==> config.mk <==
export PLATFORM = sky130hd
export DESIGN_NAME = uart_rx_buffer
export DESIGN_NICKNAME = d
export VERILOG_FILES = /design/src/rtl/rxq_pkg.sv /design/src/rtl/rxq_store.sv /design/src/rtl/rxq_ctrl.sv /design/src/rtl/rxq_flags.sv /design/src/rtl/uart_rx_buffer.sv
export SDC_FILE = /design/constraint.sdc
export NUM_CORES = 1
export LEC_CHECK = 0
export ABC_AREA = 1
export BUFFER_PORTS_ARGS = -buffer_cell sky130_fd_sc_hd__clkbuf_2
export CORE_MARGIN = 1
export CORE_UTILIZATION = 45
export CTS_BUF_LIST = sky130_fd_sc_hd__clkbuf_8 sky130_fd_sc_hd__clkbuf_16
export DETAILED_ROUTE_END_ITERATION = 8
export PLACE_DENSITY = 0.7
export SLEW_MARGIN = 20
export SYNTH_ARGS = -nofsm -noshare
export SYNTH_HDL_FRONTEND = slang
export SYNTH_SLANG_ARGS = --single-unit
==> constraint.sdc <==
create_clock -name clk -period 2.4 [get_ports clk]
set_clock_uncertainty 0.05 [all_clocks]
set_input_delay 0.24 -clock clk [delete_from_list [all_inputs] [get_ports clk]]
set_output_delay 0.24 -clock clk [all_outputs]
set_load 0.005 [all_outputs]
==> src/rtl/rxq_pkg.sv <==
package rxq_pkg;
    typedef enum logic [1:0] {
        Q_EMPTY   = 2'd0,
        Q_PARTIAL = 2'd1,
        Q_FULL    = 2'd2
    } qstate_t;
endpackage

==> src/rtl/rxq_store.sv <==
module rxq_store #(
    parameter int DEPTH = 16,
    parameter int WIDTH = 8,
    localparam int AW = $clog2(DEPTH)
) (
    input  logic             clk,
    input  logic             rst_n,
    input  logic             push,
    input  logic             pop,
    input  logic [WIDTH-1:0] din,
    output logic [WIDTH-1:0] dout
);
    logic [WIDTH-1:0] mem [DEPTH];
    logic [AW-1:0]    wptr;
    logic [AW-1:0]    rptr;

    always_ff @(posedge clk or negedge rst_n) begin
        if (!rst_n) begin
            wptr <= '0;
            rptr <= '0;
        end else begin
            if (push) wptr <= wptr + AW'(1);
            if (pop)  rptr <= rptr + AW'(1);
        end
    end

    always_ff @(posedge clk) begin
        if (push) mem[wptr] <= din;
    end

    assign dout = mem[rptr];
endmodule

==> src/rtl/rxq_ctrl.sv <==
module rxq_ctrl
    import rxq_pkg::*;
#(
    parameter int DEPTH = 16,
    localparam int CW = $clog2(DEPTH) + 1
) (
    input  logic          clk,
    input  logic          rst_n,
    input  logic          wr_en,
    input  logic          rd_en,
    output logic          push,
    output logic          pop,
    output qstate_t       state,
    output logic [CW-1:0] count,
    output logic          ovr_flag
);
    qstate_t nxt;
    logic    drop;

    // strobe qualification
    always_comb begin
        push = wr_en && ((state != Q_FULL) || rd_en);
        pop  = rd_en && (state != Q_EMPTY);
        drop = wr_en && (state == Q_FULL) && !rd_en;
    end

    // next state
    always_comb begin
        nxt = state;
        unique case (state)
            Q_EMPTY: begin
                if (push) nxt = Q_PARTIAL;                        // fill_first
            end
            Q_PARTIAL: begin
                if (push && !pop && count == CW'(DEPTH - 1))
                    nxt = Q_FULL;                                 // fill_last
                else if (pop && !push && count == CW'(1))
                    nxt = Q_EMPTY;                                // drain_last
            end
            Q_FULL: begin
                if (pop && !push) nxt = Q_PARTIAL;                // drain_first
            end
            default: nxt = Q_EMPTY;
        endcase
    end

    // state register
    always_ff @(posedge clk or negedge rst_n) begin
        if (!rst_n) state <= Q_EMPTY;
        else        state <= nxt;
    end

    always_ff @(posedge clk or negedge rst_n) begin
        if (!rst_n) begin
            count    <= '0;
            ovr_flag <= 1'b0;
        end else begin
            if (push && !pop)      count <= count + CW'(1);
            else if (pop && !push) count <= count - CW'(1);
            if (rd_en)     ovr_flag <= 1'b0;
            else if (drop) ovr_flag <= 1'b1;
        end
    end
endmodule

==> src/rtl/rxq_flags.sv <==
module rxq_flags
    import rxq_pkg::*;
#(
    parameter int DEPTH = 16,
    localparam int CW = $clog2(DEPTH) + 1
) (
    input  qstate_t       state,
    input  logic [CW-1:0] count,
    input  logic          fc_disable,
    input  logic          tx_ready,
    output logic          rts_n,
    output logic          rx_irq,
    output logic          tx_irq,
    output logic          half_irq
);
    localparam logic [CW-1:0] HALF = CW'(DEPTH / 2);

    // output decode
    always_comb begin
        rts_n    = 1'b0;
        rx_irq   = 1'b0;
        unique case (state)
            Q_EMPTY:   ;
            Q_PARTIAL: rx_irq = 1'b1;
            Q_FULL: begin
                rx_irq = 1'b1;
                rts_n  = !fc_disable;
            end
            default:   ;
        endcase
        half_irq = (count >= HALF);
        tx_irq   = tx_ready;
    end
endmodule

==> src/rtl/uart_rx_buffer.sv <==
module uart_rx_buffer
    import rxq_pkg::*;
#(
    parameter int DEPTH = 16,
    localparam int CW = $clog2(DEPTH) + 1
) (
    input  logic          clk,
    input  logic          rst_n,
    input  logic          wr_en,
    input  logic [7:0]    wr_data,
    input  logic          rd_en,
    output logic [7:0]    rd_data,
    input  logic          tx_ready,
    input  logic          fc_disable,
    output logic          rts_n,
    output logic          rx_irq,
    output logic          tx_irq,
    output logic          half_irq,
    output logic          overrun,
    output logic [CW-1:0] level
);
    logic    push;
    logic    pop;
    qstate_t state;

    rxq_ctrl #(.DEPTH(DEPTH)) u_ctrl (
        .clk      (clk),
        .rst_n    (rst_n),
        .wr_en    (wr_en),
        .rd_en    (rd_en),
        .push     (push),
        .pop      (pop),
        .state    (state),
        .count    (level),
        .ovr_flag (overrun)
    );

    rxq_store #(.DEPTH(DEPTH), .WIDTH(8)) u_store (
        .clk   (clk),
        .rst_n (rst_n),
        .push  (push),
        .pop   (pop),
        .din   (wr_data),
        .dout  (rd_data)
    );

    rxq_flags #(.DEPTH(DEPTH)) u_flags (
        .state      (state),
        .count      (level),
        .fc_disable (fc_disable),
        .tx_ready   (tx_ready),
        .rts_n      (rts_n),
        .rx_irq     (rx_irq),
        .tx_irq     (tx_irq),
        .half_irq   (half_irq)
    );
endmodule

### After elaboration in Yosys (flattened, before gate mapping)

Memories as Yosys holds them, arrays and structs flattened.
Index checks and enable logic that the tools add are counted.

* mux-type cells: 13
* add/sub/neg operators: 4
* $lt $le $gt $ge: 1
* reduce and logical (&&, ||, !) cells: 19
* equality and inequality tests: 8

Operators by type and width (number)
* $mux W5: 2
* $add A4 B1 Y4 const B: 2
* $logic_and A1 B1 Y1: 8
* $mux W2: 4
* $mux W1: 6
* $pmux W2 S3: 1
* $reduce_bool A2 Y1: 3
* $add A5 B1 Y5 const B: 1
* $eq A5 B1 Y1 const B: 1
* $eq A5 B4 Y1 const B: 1
* $ge A5 B4 Y1 const B: 1
* $sub A5 B1 Y5 const B: 1
* $logic_not A1 Y1: 4
* $ne A2 B2 Y1 const B: 2
* $ne A3 B1 Y1 const B: 1
* $reduce_and A3 Y1: 1
* $eq A2 B1 Y1 const B: 1
* $eq A2 B2 Y1 const B: 1
* $logic_not A2 Y1: 1
* $ne A2 B1 Y1 const B: 1
* $reduce_or A2 Y1: 1
* $logic_or A1 B1 Y1: 1

* logic and storage cells: 51
* bits in writable memories: 128
* register bits after elaboration: 16
* output and inout port bits: 18
* memories kept: 1

Memory list
* u_store.mem: words 16, bits a word 8, rd ports 1, clocked after memory_dff 0, wr ports 1, line rxq_store.sv:13 `logic [WIDTH-1:0] mem [DEPTH];`

### Longest topological paths before layout

Gate-level depths: netlist of the first run.

* word-level depth: 9
* mapped depth: 14
* depth with buffers taken out: 13

### Hierarchy

A second synthesis of the first run with hierarchy kept.

* cell total of the unflattened synthesis: 658
* area, all modules: 6548.8 sq um

By module, submodules not included
* rxq_store: cells each 572, area each 5938.2 sq um, times used 1
* rxq_ctrl: cells each 77, area each 561.8 sq um, times used 1
* rxq_flags: cells each 9, area each 48.8 sq um, times used 1

### Worst setup path after synthesis of the first run

Ideal clock, no wire load.

* path type: flip-flop to flip-flop
* from: register u_ctrl.state[0]
* to: register u_ctrl.count[2]
* setup time: 118 ps
* stages on the path, launching flop included: 12
* required time: 2232 ps
* data arrival time: 1803 ps
* period minus slack after synthesis: 1971 ps
* path slack: 429 ps
* buffers on the path: 1
* cells stage by stage: dfrtp_1 > inv_1 > ha_1 > inv_1 > o21ai_4 > clkinv_1 > ha_1 > buf_2 > a21oi_1 > o21ai_0 > xor2_1 > inv_1

* word-level cells in the longest chain between the ends: 6
* elaborated cells between the ends (all ways): 11

Ends and longest elaborated chain
* from (decl): line rxq_ctrl.sv:13 `output qstate_t state,`
* from (signal assigned): line rxq_ctrl.sv:50 `else state <= nxt;`
* $ne A2 B2 Y1 *: line rxq_ctrl.sv:22 `push = wr_en && ((state != Q_FULL) || rd_en);`
* $logic_or A1 B1 Y1 *: line rxq_ctrl.sv:22
* $logic_and A1 B1 Y1 *: line rxq_ctrl.sv:22
* net push: line uart_rx_buffer.sv:22 `logic push;`
* $logic_not A1 Y1: line rxq_ctrl.sv:59 `else if (pop && !push) count <= count - CW'(1);`
* $logic_and A1 B1 Y1: line rxq_ctrl.sv:59
* $reduce_bool A2 Y1 (no source line)
* to (signal assigned): line rxq_ctrl.sv:58 `if (push && !pop) count <= count + CW'(1);`
* to (signal assigned): line rxq_ctrl.sv:59
* to (decl): line rxq_ctrl.sv:14 `output logic [CW-1:0] count,`

The timed path passes the listed nets; every way through them passes the cells marked *.
A chain may end at the register's enable or synchronous reset.

### Worst setup path after layout of the first run

* from: register u_store.rptr[1]
* to: output rd_data[2]

* word-level cells in the longest chain between the ends: 1

Ends and longest elaborated chain
* from (decl): line rxq_store.sv:15 `logic [AW-1:0] rptr;`
* from (signal assigned): line rxq_store.sv:23 `if (pop) rptr <= rptr + AW'(1);`
* $mem_v2 Z16 W8
* to (decl): line uart_rx_buffer.sv:12 `output logic [7:0] rd_data,`

Every way passes these cells.

==> out/qor.yml, run 1 <==
floorplanning:
  die-height_microns: 123
  rows: 43
  core_area_sq_um: 14000
  die_w_microns: 123
  die-area_sq_um: 15100
  initial_core_util_pct: 46.8
  io_pins: 32
worst_hold_path:
  holdPathStages: 3
  hold_path_class: "input pin to flip-flop"
  hold_start: "wr_en"
  min_to: "u_ctrl.ovr_flag"
logic_synthesis:
  synthCells: 661
  synth_common_cells: "nand2_1, edfxtp_1, inv_1, nand3_1, nor2_1"
  synth-seq-cells: 144
  synth_flop_cell: "edfxtp_1"
  synth_area_leader_cell: "edfxtp_1"
  synthTopCellsByArea: "edfxtp_1, nand2_1, nand3_1, inv_1, dfrtp_1"
  syn_avg_cell_area_sq_um: 9.95
  syn_nets: 689
  synth_cell_types: 20
  synth_top_area_share_pct: 58.5
  yosysMostFrequentCell: "nand2_1"
  yosysSeqAreaShare_pct: 64.5
  yosysWarnings: 0
  async_flop_share_pct: 11.1
  netlist_area_sq_um: 6580
  synth_edf_count: 128
sta:
  hold_viol_final: 0
  hold_slack_ns: 0.0626
  rsz0062_at_grt: "no"
  finalCriticalPeriod_ns: 2.31
  slew_headroom_pct: 48.0
  fin_setup_tns_ns: 0
  final-max-slew-violation-count: 0
  tightest_slew_ns: 0.777
  fmax_ghz: 0.434
  timing.final.crit_share_pct: 96.1
  finalSetupViolations: 0
clock_network:
  cts_tree: "done"
  htree_levels: 4
  clkSlewWorstSetupHoldPaths_ns: 0.06
  cts_buffers: 17
  cts.path.max_buffers: 2
  cts_setup_buffers: 0
  cts_sinks: 144
  root_buffer: "clkbuf_16"
  worstSkewPairLatency_ns: 0.42
worst_setup_path:
  r2r_start: "u_ctrl.state[0]"
  cp_data_arrival_time_ns: 2.02
  worst_setup_path_start_kind: "flip-flop"
  critPathCaptureType: "output pin"
  cp_data_required_time_ns: 2.11
  r2r_setup_slack_ns: 0.12
  criticalPathCategory: "flip-flop to output pin"
  worst-r2r-cell-count: 7
  cp_max_fo: 23
  r2r-end: "u_store.mem[6][1]"
finish:
  areaGrowthSynthToFinish_pct: 14.4
  antennaDiodeCount: 0
  final_layout_size_suffix_gt1_share_pct: 10.8
  num-fill-cells: 1210
  nets: 722
  final-seq-area_sq_um: 4250
  final_area_sq_um: 7520
  multi_input_area_sq_um: 1710
grt:
  grt_pass1_vias: 4410
  antenna_found_initial: 0
  overflow: 0
  grt_max_degree: 67
  track_usage_pct: 20.8
  grt_first_pass_wirelength_mm: 22.7
power_and_ir_drop:
  switching_power_mw: 3.17
  p_leak_nw: 3.35
  vdd_drop_max_uv: 590
  sw_frac_of_total_pct: 35.4
  clockPowerShare_pct: 29.9
  p_int_mw: 5.78
  power_density_nw_per_um2: 1190
  seq_power_share_pct: 36.4
  p_comb_share_pct: 33.7
routing:
  firstDrtPassIters: 7
  drc: 0
  vias: 4456
  ant_nets: 0
  viasPerCell: 5.03
  wirelength_mm: 14.1
  avgRoutedWirePerCell_microns: 15.9
  drt_iter0_drc: 449
placement:
  place_hpwl_mm: 9.18
  routabilityCongestion: 0.860
  place.port_buffers: 29
  place_area_sq_um: 6880
flow_run:
  max_cap_violations: 0
status:
  status: "finished, final reports clean"
[through the flow]
stage / total power, mW / worst slack (ns) / utilization [%] / instances
4_1_cts: 8.96 / 0.00341 / 53.4 / 886
6_report: 8.94 / 0.0934 / 53.6 / 886
5_1_grt: 9.48 / 0.00542 / 53.6 / 886
3_5_place_dp: 6.28 / 0.119 / 49.0 / 853
3_3_place_gp: 6.19 / 0.248 / 49.0 / 853
2_1_floorplan: 5.34 / 0.429 / - / 661
[worst max-delay path: stages (launching register included)]
cell and delay, ns:
dfrtp_1 0.40, inv_1 0.37, buf_12 0.24, nand3_1 0.10
nand3_1 0.12, nand3_1 0.08, nand2_1 0.13, clkbuf_2 0.14
[layout by cell type, fill, tap and decap left out, types with 4 or more instances in the layout]
cell type,n
buf_4,8
nor2_1,24
xor2_1,8
edfxtp_1,128
dfrtp_1,15
nand3_1,102
bufinv_16,4
clkbuf_2,29
clkbuf_16,17
nand2_1,202
a21oi_1,5
inv_1,119
o21ai_0,7
clkinv_2,7
ha_1,13
[state kept, by name, summed over array words and instances, names as in the netlist]
| name | flops |
|---|---|
| u_store.wptr | 4 |
| u_store.rptr | 4 |
| u_ctrl.count | 5 |
| u_ctrl.ovr_flag | 1 |
| u_store.mem | 128 |
| u_ctrl.state | 2 |
[cell families (layout without fill, tap and decap cells)]
kind of cell               after synthesis  in the layout  share of synthesized area [%]
and+or+nand+nor                        331            331                           20.9
DFF                                    144            144                           64.5
adders and majority gates               14             14                           2.66
AOI/OAI and AO/OA                       13             13                           1.16
xor gates and xnor gates                 9              9                           1.20
buffers and inverters                  150            195                           9.55
[final cells by class]
class | instances | area share (%)
Sequential cell | 144 | 56.4
Multi-Input combinational cell | 367 | 22.7
Inverter | 122 | 6.16
Clock buffer | 17 | 5.66
Timing Repair Buffer | 42 | 3.71
Tap cell | 180 | 2.99
Clock inverter | 14 | 2.30
[how the worst max path moves through the flow]
stage / startpoint / to / slack [ns] / cells after the start
CTS: u_store.rptr[0] / rd_data[5] / 0.003 / 8
floorplan: u_ctrl.state[0] / u_ctrl.count[2] / 0.43 / 11
detailed placement: u_ctrl.state[0] / u_store.mem[12][6] / 0.12 / 7
global route: u_ctrl.state[0] / u_store.mem[10][2] / 0.005 / 7
global placement: u_ctrl.state[0] / u_store.mem[12][7] / 0.25 / 7
finish: u_store.rptr[1] / rd_data[2] / 0.09 / 7
[metal layers]
layer / global-route usage [%] / routed length [microns] / share of wire [%]
met1: 26.9 / 6350 / 45
met2: 33.3 / 6640 / 47
met3: 4.41 / 787 / 5.6
met4: 10.1 / 295 / 2.1
met5: 0 / 0 / 0
[power by group through the flow]
stage	Clock, mW	Combinational [mW]	Sequential (mW)
2_1_floorplan	0	2.08	3.25
3_3_place_gp	0	2.91	3.28
3_5_place_dp	0	2.99	3.30
4_1_cts	2.71	3.01	3.25
5_1_grt	2.80	3.39	3.29
6_report	2.67	3.02	3.25
[repair_timing]
action,4_1_cts,5_1_grt
endpoints found under the hold margin,17,0
resized for setup,0,7
setup endpoints to repair,0,25
hold buffers,2,0
Power figures use the tool's default switching activity.
==> run 2: changes to the inputs <==
Settings changed: CORE_ASPECT_RATIO set to 0.9, MAX_ROUTING_LAYER set to met4.
==> out/qor.yml, run 2 (synthesis results as in run 1) <==
power_and_ir_drop:
  clockPowerShare_pct: 31.5  # +1.6 points
  power_density_nw_per_um2: 1200  # +0.93%
  p_leak_nw: 3.36  # +0.22%
  seq_power_share_pct: 36.2  # -0.2 points
  vdd_drop_max_uv: 722  # +22%
  sw_frac_of_total_pct: 35.4  # -0.046 points
  p_int_mw: 5.84  # +1.2%
  switching_power_mw: 3.20  # +1.0%
  p_comb_share_pct: 32.2  # -1.5 points
finish:
  final_cells: 899  # +1.5%
  final_common_cell: "nand2_1"
  antennaDiodeCount: 0  # unchanged
  utilization_pct: 53.2  # -0.33 points
  top_register: "u_store.mem"
  nets: 722  # unchanged
  layout_common_cells: "nand2_1, edfxtp_1, inv_1"
  final_layout_size_suffix_gt1_share_pct: 10.3  # -0.42 points
  largest_register_ffs: 128  # unchanged
  areaGrowthSynthToFinish_pct: 14.6
  top_regs: "u_store.mem x128, u_ctrl.count x5"
grt:
  grt_first_pass_wirelength_mm: 23.0  # +1.3%
  grt_pass1_vias: 4427  # +0.39%
  track_usage_pct: 21.8  # +0.98 points
  overflow: 0  # unchanged
  grt_max_degree: 35  # -48%
  antenna_found_initial: 0  # unchanged
worst_setup_path:
  crit_family: "buffers and inverters"
  cpMostUsedCell: "nand3_1"
  cp.depth: 5  # -2
  path_cells: "clkinv_1 -> nand3_1 -> nand3_1 -> nand2_1 -> clkbuf_2"
  r2r-end: "u_ctrl.count[2]"
  worst-r2r-cell-count: 10  # +3
  crit_start: "u_store.rptr[2]"
  slowest_stage: "clkinv_1"
  criticalPathCategory: "flip-flop to output pin"
  r2r_setup_slack_ns: 0.16  # +0.04 ns
  cp_data_required_time_ns: 2.11  # about the same
  worst_setup_path_start_kind: "flip-flop"
  cp_num_buf_inv: 2  # -1
  cp_max_fo: 17  # -26%
  cp-endpoint: "rd_data[5]"
  critPathCaptureType: "output pin"
  cp_data_arrival_time_ns: 1.98  # -0.04 ns
  slowest_delay_ns: 0.50  # +0.10 ns
  r2r_start: "u_ctrl.state[0]"
placement:
  pre_cts_slack_ns: 0.117  # -0.00164 ns
  dp.cells: 866  # +1.5%
  routabilityCongestion: 0.906  # +5.3%
  place.port_buffers: 29  # unchanged
  place_hpwl_mm: 9.27  # +1.1%
routing:
  wirelength_mm: 14.6  # +3.6%
  ant_nets: 0  # unchanged
  drt_iter0_drc: 450  # +0.22%
  viasPerCell: 5.03  # about the same
  avgRoutedWirePerCell_microns: 16.2  # +2.1%
  vias: 4521  # +1.5%
  drc: 0  # unchanged
  firstDrtPassIters: 5  # -2
clock_network:
  cts_tree: "done"
  root_buffer: "clkbuf_16"
  htree_levels: 4  # unchanged
  worstSkewPairLatency_ns: 0.42  # about the same
  cts.path.max_buffers: 2  # unchanged
  cts_buffers: 17  # unchanged
  cts_sinks: 144  # unchanged
  clkSlewWorstSetupHoldPaths_ns: 0.06  # about the same
floorplanning:
  io_pins: 32  # unchanged
  initial_core_util_pct: 46.4  # -0.38 points
  core_area_sq_um: 14200  # +0.83%
  die_w_microns: 129  # +5.3%
  die-area_sq_um: 15100  # about the same
  rows: 41  # -4.7%
  die-height_microns: 117  # -5.0%
sta:
  hold_viol_final: 0  # unchanged
  slew_headroom_pct: 53.6  # +5.6 points
  timing.final.crit_share_pct: 94.4  # -1.7 points
  final-max-slew-violation-count: 0  # unchanged
  fmax_ghz: 0.441  # +1.8%
  finalSetupViolations: 0  # unchanged
  tightest_slew_ns: 0.694  # -0.0830 ns
  rsz0062_at_grt: "yes"
  setup_ws_ns: 0.135  # +0.0412 ns
  finalCriticalPeriod_ns: 2.27  # -0.0412 ns
status:
  status: "finished, final reports clean"
worst_hold_path:
  hold_path_class: "input pin to flip-flop"
flow_run:
  max_cap_violations: 0  # unchanged
## run 2: worst min path at each step
stage          slack, ns  cells after the start         endpoint   from
6_report            0.06                      3  u_ctrl.ovr_flag  wr_en
5_1_grt             0.07                      3  u_ctrl.ovr_flag  wr_en
4_1_cts             0.05                      3  u_ctrl.ovr_flag  wr_en
3_5_place_dp        0.15                      1  u_ctrl.ovr_flag  rst_n
3_3_place_gp        0.13                      1  u_ctrl.state[1]  rst_n
2_1_floorplan      -0.11                      0  u_ctrl.count[0]  rst_n
## run 2: metal layers
layer	track usage (%)	routed length [microns]	vias up
li1	-	-	2175
met1	28.2	6680	2159
met2	34.2	6790	170
met3	5.77	950	17
met4	5.74	165	0
met5	-	0	-
## run 2: per-stage QoR
stage	total power [mW]	TNS, ns	instance area [sq um]	hold slack, ns
6_report	9.04	0	7540	0.0604
5_1_grt	9.61	-0.159	7540	0.0667
4_1_cts	9.07	0	7530	0.0474
3_5_place_dp	6.20	0	6880	0.147
3_3_place_gp	6.12	0	6880	0.132
2_1_floorplan	5.34	0	6580	-0.106
## run 2: what timing repair did
item,4_1_cts,5_1_grt
setup endpoints to repair,0,11
hold endpoints to repair,17,0
hold buffers,2,0
resized for setup,0,1
buffers inserted,0,0
## run 2: final cells by class
type                            instances  area (sq um)
Fill cell                            1273          6620
Timing Repair Buffer                   42           248
Clock inverter                         14           213
Sequential cell                       144          4250
Multi-Input combinational cell        367          1710
Clock buffer                           17           425
Inverter                              122           458
Tap cell                              193           241
## run 2: worst reg2reg max path, delay by kind of cell (launching register included)
kind,cells,cell delay (ns)
flip-flops,1,0.40
adder cells (fa/ha/maj),2,0.56
AO/OA/AOI/OAI,3,0.48
buffers and inverters,4,0.48
XOR/XNOR,1,0.16
## run 2: power by group through the flow
stage	clock network (mW)	logic, mW	registers [mW]
finish	2.85	2.92	3.28
global route	2.99	3.30	3.31
CTS	2.88	2.91	3.28
detailed placement	0	2.88	3.33
global placement	0	2.81	3.31
floorplan	0	2.08	3.25
